==> src/rtl/srx_pkg.sv <==
package srx_pkg;
   typedef enum logic {
      FRAME_4W = 1'b0,
      FRAME_3W = 1'b1
   } frame_mode_e;

   // Meaning of the raw tag bit for a given framing and polarity.
   function automatic logic tag_is_data(frame_mode_e mode, logic tag, logic pol);
      if (mode == FRAME_3W) return (tag == pol);
      return tag;
   endfunction
endpackage

==> src/rtl/srx_sync.sv <==
module srx_sync #(
   parameter int WIDTH  = 1,
   parameter int STAGES = 2
) (
   input  logic             clk,
   input  logic             rst_n,
   input  logic [WIDTH-1:0] async_in,
   input  logic [WIDTH-1:0] reset_val,
   output logic [WIDTH-1:0] sync_out
);
   generate
      if (STAGES < 2) begin : g_bad_depth
         $error("srx_sync: STAGES must be at least 2");
      end
      if (WIDTH < 1) begin : g_bad_width
         $error("srx_sync: WIDTH must be at least 1");
      end
   endgenerate

   logic [WIDTH-1:0] chain [STAGES];

   generate
      for (genvar s = 0; s < STAGES; s++) begin : g_stage
         always_ff @(posedge clk or negedge rst_n) begin
            if (!rst_n) chain[s] <= reset_val;
            else if (s == 0) chain[s] <= async_in;
            else chain[s] <= chain[(s == 0) ? 0 : s-1];
         end
      end
   endgenerate

   assign sync_out = chain[STAGES-1];
endmodule

==> src/rtl/srx_shifter.sv <==
module srx_shifter
   import srx_pkg::*;
#(
   parameter int DATA_W = 8
) (
   input  logic              clk,
   input  logic              rst_n,
   input  logic              cs_n_s,
   input  logic              scl_s,
   input  logic              sda_s,
   input  logic              rs_s,
   input  frame_mode_e       mode_s,
   output logic              frm_vld,
   output logic [DATA_W-1:0] frm_byte,
   output logic              frm_tag
);
   localparam int CNT_W = $clog2(DATA_W + 2);
   localparam logic [CNT_W-1:0] LAST_4W = CNT_W'(DATA_W - 1);
   localparam logic [CNT_W-1:0] LAST_3W = CNT_W'(DATA_W);

   generate
      if (DATA_W < 2) begin : g_bad_w
         $error("srx_shifter: DATA_W must be at least 2");
      end
   endgenerate

   logic              scl_q;
   logic              scl_rise;
   logic [CNT_W-1:0]  bit_cnt;
   logic [DATA_W-1:0] shreg;
   logic [CNT_W-1:0]  last_idx;

   assign scl_rise = scl_s & ~scl_q;
   assign last_idx = (mode_s == FRAME_3W) ? LAST_3W : LAST_4W;

   always_ff @(posedge clk or negedge rst_n) begin
      if (!rst_n) scl_q <= 1'b0;
      else        scl_q <= scl_s;
   end

   always_ff @(posedge clk or negedge rst_n) begin
      if (!rst_n) begin
         bit_cnt  <= '0;
         shreg    <= '0;
         frm_vld  <= 1'b0;
         frm_byte <= '0;
         frm_tag  <= 1'b0;
      end else begin
         frm_vld <= 1'b0;
         if (cs_n_s) begin
            bit_cnt <= '0;
            shreg   <= '0;
         end else if (scl_rise) begin
            if (bit_cnt == last_idx) begin
               bit_cnt  <= '0;
               shreg    <= '0;
               frm_vld  <= 1'b1;
               frm_byte <= {shreg[DATA_W-2:0], sda_s};
               frm_tag  <= (mode_s == FRAME_3W) ? shreg[DATA_W-1] : rs_s;
            end else begin
               bit_cnt <= bit_cnt + 1'b1;
               shreg   <= {shreg[DATA_W-2:0], sda_s};
            end
         end
      end
   end

   // counter never passes the longest frame
   p_cnt_bound_r7: assert property (@(posedge clk) disable iff (!rst_n)
      bit_cnt <= LAST_3W);
   // deselect clears the frame state
   p_cs_clears_r6: assert property (@(posedge clk) disable iff (!rst_n)
      cs_n_s |=> (bit_cnt == '0) && !frm_vld);
   // a frame strobe lasts one clock
   p_frm_pulse_r8: assert property (@(posedge clk) disable iff (!rst_n)
      frm_vld |=> !frm_vld);
   // after a frame the counter restarts
   p_wrap_r7: assert property (@(posedge clk) disable iff (!rst_n)
      frm_vld |-> bit_cnt == '0);
endmodule

==> src/rtl/srx_emit.sv <==
module srx_emit
   import srx_pkg::*;
#(
   parameter int DATA_W = 8
) (
   input  logic              clk,
   input  logic              rst_n,
   input  logic              frm_vld,
   input  logic [DATA_W-1:0] frm_byte,
   input  logic              frm_tag,
   input  frame_mode_e       mode_s,
   input  logic              pol_s,
   output logic              byte_vld,
   output logic [DATA_W-1:0] byte_out,
   output logic              byte_is_data
);
   always_ff @(posedge clk or negedge rst_n) begin
      if (!rst_n) begin
         byte_vld     <= 1'b0;
         byte_out     <= '0;
         byte_is_data <= 1'b0;
      end else begin
         byte_vld <= frm_vld;
         if (frm_vld) begin
            byte_out     <= frm_byte;
            byte_is_data <= tag_is_data(mode_s, frm_tag, pol_s);
         end
      end
   end

   // outputs hold between frames
   p_hold_r8: assert property (@(posedge clk) disable iff (!rst_n)
      !byte_vld |-> $stable(byte_out) && $stable(byte_is_data));
   // valid only follows a completed frame
   p_vld_src_r8: assert property (@(posedge clk) disable iff (!rst_n)
      byte_vld |-> $past(frm_vld));
   p_vld_pulse_r8: assert property (@(posedge clk) disable iff (!rst_n)
      byte_vld |=> !byte_vld);
endmodule

==> src/rtl/serial_cmd_rx.sv <==
module serial_cmd_rx
   import srx_pkg::*;
#(
   parameter int DATA_W      = 8,
   parameter int SYNC_STAGES = 2
) (
   input  logic              clk,
   input  logic              rst_n,
   input  logic              cs_n,
   input  logic              scl,
   input  logic              sda,
   input  logic              rs,
   input  logic              wire3_sel,
   input  logic              rs_pol,
   output logic              byte_vld,
   output logic [DATA_W-1:0] byte_out,
   output logic              byte_is_data
);
   localparam int NPIN = 6;
   localparam logic [NPIN-1:0] PIN_RST = NPIN'(6'b000001);

   logic [NPIN-1:0] pins_a, pins_s;
   logic            frm_vld, frm_tag;
   logic [DATA_W-1:0] frm_byte;
   frame_mode_e     mode_s;

   assign pins_a = {rs_pol, wire3_sel, rs, sda, scl, cs_n};
   assign mode_s = frame_mode_e'(pins_s[4]);

   srx_sync #(.WIDTH(NPIN), .STAGES(SYNC_STAGES)) u_sync (
      .clk(clk), .rst_n(rst_n), .async_in(pins_a),
      .reset_val(PIN_RST), .sync_out(pins_s));

   srx_shifter #(.DATA_W(DATA_W)) u_shift (
      .clk(clk), .rst_n(rst_n), .cs_n_s(pins_s[0]), .scl_s(pins_s[1]),
      .sda_s(pins_s[2]), .rs_s(pins_s[3]), .mode_s(mode_s),
      .frm_vld(frm_vld), .frm_byte(frm_byte), .frm_tag(frm_tag));

   srx_emit #(.DATA_W(DATA_W)) u_emit (
      .clk(clk), .rst_n(rst_n), .frm_vld(frm_vld), .frm_byte(frm_byte),
      .frm_tag(frm_tag), .mode_s(mode_s), .pol_s(pins_s[5]),
      .byte_vld(byte_vld), .byte_out(byte_out), .byte_is_data(byte_is_data));

   // no byte can appear while deselected long enough to flush the pipe
   p_no_vld_deselected_r6: assert property (@(posedge clk) disable iff (!rst_n)
      $past(pins_s[0]) && $past(pins_s[0], 2) |-> !byte_vld);
endmodule

==> config.mk <==
export PLATFORM = sky130hd
export DESIGN_NAME = serial_cmd_rx
export DESIGN_NICKNAME = d
export VERILOG_FILES = /design/src/rtl/srx_pkg.sv /design/src/rtl/srx_sync.sv /design/src/rtl/srx_shifter.sv /design/src/rtl/srx_emit.sv /design/src/rtl/serial_cmd_rx.sv
export SDC_FILE = /design/constraint.sdc
export NUM_CORES = 1
export LEC_CHECK = 0
export BUFFER_PORTS_ARGS = -buffer_cell sky130_fd_sc_hd__buf_2
export CAP_MARGIN = 10
export CORE_MARGIN = 1.5
export CORE_UTILIZATION = 39
export CTS_CLUSTER_SIZE = 12
export DETAILED_ROUTE_END_ITERATION = 12
export PLACE_DENSITY = 0.62
export SLEW_MARGIN = 20
export SYNTH_ARGS = -nofsm -noshare
export SYNTH_HDL_FRONTEND = slang
export SYNTH_SLANG_ARGS = --single-unit
==> constraint.sdc <==
create_clock -name clk -period 3.9 [get_ports clk]
set_clock_uncertainty 0.1 [all_clocks]
set_input_delay 0.975 -clock clk [delete_from_list [all_inputs] [get_ports clk]]
set_output_delay 0.975 -clock clk [all_outputs]
set_load 0.02 [all_outputs]
After elaboration in Yosys (flattened, before gate mapping)
Cells that the tools add are included.
- register bits after elaboration: 45
- latch bits: 0
- bits in writable memories: 0
- ROM bits: 0
- input bits: 8
- output and inout bits: 10
- logic and storage cells: 34
- memories kept: 0
- add/subtract/negate cells: 1
- multiply operators: 0
- div/mod/pow operators: 0
- magnitude comparators: 0
- eq/ne operators: 2
- shifts and indexed selects: 0
- multiplexer cells: 15
- bitwise logic cells: 3
- reduce and logical (&&, ||, !) cells: 2
- operators by type and width (operator ; count):
    8-bit 2-to-1 mux ; 3
    4-bit 2-to-1 mux ; 4
    1-bit 2-to-1 mux ; 8
    4-bit by 1-bit adder with 4-bit output, second input constant ; 1
    4-bit equality test ; 1
    3-bit AND reduction ; 1
    1-bit NOT ; 2
    2-bit nonzero test ; 1
    1-bit bitwise AND ; 1
    1-bit equality test ; 1

Depth between registers and ports, before layout
- word-level depth: 5
- gate-level depth with buffers: 5
- mapped depth without buffers: 4

Worst setup path before layout
OpenSTA, ideal clock, no wires.
- path type: reg-to-reg
- start: reg u_shift.bit_cnt[0]
- end: reg u_shift.frm_byte[0]
- library setup time: 125 ps
- arrival: 1643 ps
- data required time: 3675 ps
- path slack: 2032 ps
- stages on the path, launching flop included: 6
- path buffers: 1
- clock period less this slack: 1868 ps
- cell sequence: dfrtp_1 > nand3_1 > o32a_1 > or3_1 > buf_6 > mux2_4
- cells in the longest elaborated chain, start to end: 2
- ends and longest elaborated chain (what ; line ; RTL):
    start: declaration ; srx_shifter.sv:29 ; logic [CNT_W-1:0] bit_cnt;
    start signal: assignment ; srx_shifter.sv:61 ; bit_cnt <= bit_cnt + 1'b1;
    4-bit equality test ; srx_shifter.sv:54 ; if (bit_cnt == last_idx) begin
    3-bit AND reduction (no source line) ; n/a ;
    end signal: assignment ; srx_shifter.sv:58 ; frm_byte <= {shreg[DATA_W-2:0], sda_s};
    end: declaration ; srx_shifter.sv:14 ; output logic [DATA_W-1:0] frm_byte,
No other way between the ends.
A chain may end at the register's enable or synchronous reset.

Final worst setup path
- start: reg u_shift.bit_cnt[1]
- end: reg u_shift.frm_byte[0]
The elaborated chain is that of the path after synthesis.

==> impl_metrics.yaml <==
sta:
  relSlewSlack: 0.3877
  slew_viol_final: 0
  setup_tns_ns: 0
  rsz0062_at_grt: "no"
  tightest_slew_ns: 0.9184
  setup_violations: 0
  period_minus_slack_ns: 2.292
  max_freq_ghz: 0.4364
  hold_viol: 0
  fin_crit_sh: 0.5876
  holdWs_ns: 0.2520
outcome:
  outcome: "finished clean"
clocking:
  cts_hold_buf: 0
  clkTransAtPathRegs_ns: 0.08
  cts_tree: "built"
  cts_resized: 0
  htree_levels: 2
  cts_made_buffers: 5
  clock-sinks: 45
  clk_latency_ns: 0.30
  root_buffer: "clkbuf_8"
  post-cts-setup-buffer-count: 0
  cts_buffer_depth: 2
synth:
  ys_types: 24
  ys_seq_area_frac: 0.6746
  synth-seq-cells: 45
  yosys.area.top_type_share: 0.6432
  synth_cells: 121
  syn-num-nets: 130
  avgSynthCellArea_um2: 13.83
  yosys_warnings: 0
  yosys.area.top_type: "dfrtp_1"
  netlist_area_mm2: 0.001673
  synthTopCellsByArea: "dfrtp_1 64%, mux2_4 8.1%, mux2_2 6.1%"
global_route:
  antenna_found_initial: 0
  grt_util_all_layers: 0.1266
  grt_use_met2: 0.1839
  grt_max_degree: 46
  met1_usage: 0.1608
  use_met3: 0.06331
  grt_pass1_wl_um: 4174
  first_global_vias: 921
  grt_remaining_overflow: 0
  busiest_layer: "met2"
power_and_ir_drop:
  internal_power_uw: 690.6
  vdd_ir_drop_max_mv: 0.2658
  leakage_nw: 0.9416
  swShare: 0.1933
  clockPowerShare: 0.412
  p_seq_frac: 0.564
  p_switching_uw: 165.4
  p_per_area_mw_per_mm2: 448.9
  combPwrFrac: 0.024
worst_setup_path:
  critPathMaxFanout: 13
  cp_data_arrival_time_ns: 2.38
  cp-start-kind: "register"
  critPathMaxStageDelay_ns: 0.65
  r2r_slack_ns: 1.61
  cp_data_required_time_ns: 3.99
  path_cells: "nand4bb_1 > o32a_1 > or3_1 > mux2_4"
  crit_type: "reg -> reg"
  rr_worst_depth: 4
  cpMaxStageDelayCell: "or3_1"
  end_kind: "register"
final_layout:
  layout-drive-gt1-share: 0.3143
  multi_input_area_um2: 510.5
  diodes: 0
  fin_util: 0.4699
  seqCellArea_mm2: 0.001129
  area_delta_synth_final_pct: 13.99
  fin_nets: 148
  fillers: 350
floorplanning:
  start_util: 0.4123
  core-area_mm2: 0.004058
  num_io_pins: 18
  fp-row-count: 23
  die_area_mm2: 0.004692
  die_h_um: 68.50
  chipWidth_um: 68.50
route:
  drc: 0
  viasPerCell: 5.005
  wl_per_cell_um: 12.64
  first_pass_iters: 4
  drt_iter0_drc: 56
  vias: 951
  wl_um: 2402
  antenna_left: 0
hold_path:
  holdPathStages: 0
  hold_path.class: "reg -> reg"
placed_design:
  dp_hpwl_um: 1640
  place_congestion: 0.7351
  port_buffers: 17
job:
  drv_cap: 0
[placed cells by master, fill, tap and decap left out, drive strengths merged]
master   Yosys  layout
nand4b       1       1
mux2        18      18
or3          1       1
bufinv       0       1
nand4bb      1       1
xnor2        1       1
clkbuf       4       7
nor2b        2       2
dfrtp       43      43
a21oi       12      12
a31oi        1       1
nand3       11      11
o21ai        1       1
dfstp        2       2
nand2b       1       1
ha           1       1
o21a         1       1
nand3b       1       1
nor2         3       3
buf          2      17
inv          1       1
o32a         1       1
nand2       12      12
[cell type report]
| class | count | area share |
|---|---|---|
| Clock buffer | 7 | 0.04528 |
| Clock inverter | 1 | 0.01575 |
| Inverter | 1 | 0.001969 |
| Multi-Input combinational cell | 69 | 0.2677 |
| Sequential cell | 45 | 0.5919 |
| Tap cell | 50 | 0.03281 |
| Timing Repair Buffer | 17 | 0.04462 |
[logic make-up (layout without fill, tap and decap cells)]
family | after synthesis | in the layout | synth area share
flops | 45 | 45 | 0.6746
buf+inv | 7 | 26 | 0.02019
simple gates | 33 | 33 | 0.09798
compound gates | 16 | 16 | 0.05311
mux | 18 | 18 | 0.1414
xor+xnor | 1 | 1 | 0.005237
fa+ha+maj | 1 | 1 | 0.007478
[cell usage after synthesis (all sizes together)]
cell and n:
a31oi 1, clkbuf 4, xnor2 1, nand3 11
nor2b 2, mux2 18, buf 2, inv 1
nand3b 1, o21ai 1, or3 1, o21a 1
nand2 12, nor2 3, nand4b 1, ha 1
o32a 1, dfstp 2, dfrtp 43, nand2b 1
nand4bb 1, a21oi 12
[worst max-delay path: cells and delay by family, from the launching register on]
kind / cells / cell delay [ns]
AOI/OAI and AO/OA: 1 / 0.37
DFF: 1 / 0.41
muxes: 1 / 0.38
and+or+nand+nor: 2 / 0.92
[stage by stage]
step / power [mW] / cells / cell area (um2) / setup WS, ns
2_1_floorplan: 0.4981 / 121 / 1673 / 2.032
3_3_place_gp: 0.5117 / 182 / 1790 / 1.681
3_5_place_dp: 0.5134 / 182 / 1790 / 1.606
4_1_cts: 0.8724 / 190 / 1907 / 1.602
5_1_grt: 0.8975 / 190 / 1907 / 1.476
6_report: 0.8560 / 190 / 1907 / 1.608
[worst paths after layout]
check,start,end
worst max-delay path,u_shift.bit_cnt[1]$_DFFE_PN0P_,u_shift.frm_byte[0]$_DFFE_PN0P_
worst min register to register,u_sync.chain[7]$_DFF_PN0_,u_sync.sync_out[1]$_DFF_PN0_
worst min-delay path,u_sync.chain[7]$_DFF_PN0_,u_sync.sync_out[1]$_DFF_PN0_
max in group asynchronous,rst_n,u_shift.shreg[7]$_DFFE_PN0P_
worst max register to register,u_shift.bit_cnt[1]$_DFFE_PN0P_,u_shift.frm_byte[0]$_DFFE_PN0P_
min in group asynchronous,rst_n,u_emit.byte_out[3]$_DFFE_PN0P_
[metal layers]
layer	routed length, um	part of all wire	up-vias
li1	-	-	451
met1	1114	0.46	472
met2	1110	0.46	25
met3	139	0.058	3
met4	38	0.016	0
met5	0	0	-
[flip-flops by register name, indices dropped and copies added (netlist names)]
register,cells
u_emit.byte_is_data,1
u_emit.byte_out,8
u_emit.byte_vld,1
u_shift.bit_cnt,4
u_shift.frm_byte,8
u_shift.frm_tag,1
u_shift.frm_vld,1
u_shift.scl_q,1
u_shift.shreg,8
u_sync.chain,6
u_sync.sync_out,6
[power by group through the flow]
| stage | Clock, mW | Combinational, mW | Sequential (mW) |
|---|---|---|---|
| 2_1_floorplan | 0 | 0.00958 | 0.489 |
| 3_3_place_gp | 0 | 0.0209 | 0.491 |
| 3_5_place_dp | 0 | 0.0217 | 0.492 |
| 4_1_cts | 0.368 | 0.0217 | 0.482 |
| 5_1_grt | 0.389 | 0.0250 | 0.484 |
| 6_report | 0.353 | 0.0206 | 0.482 |
(Power assumes the default switching activity.)
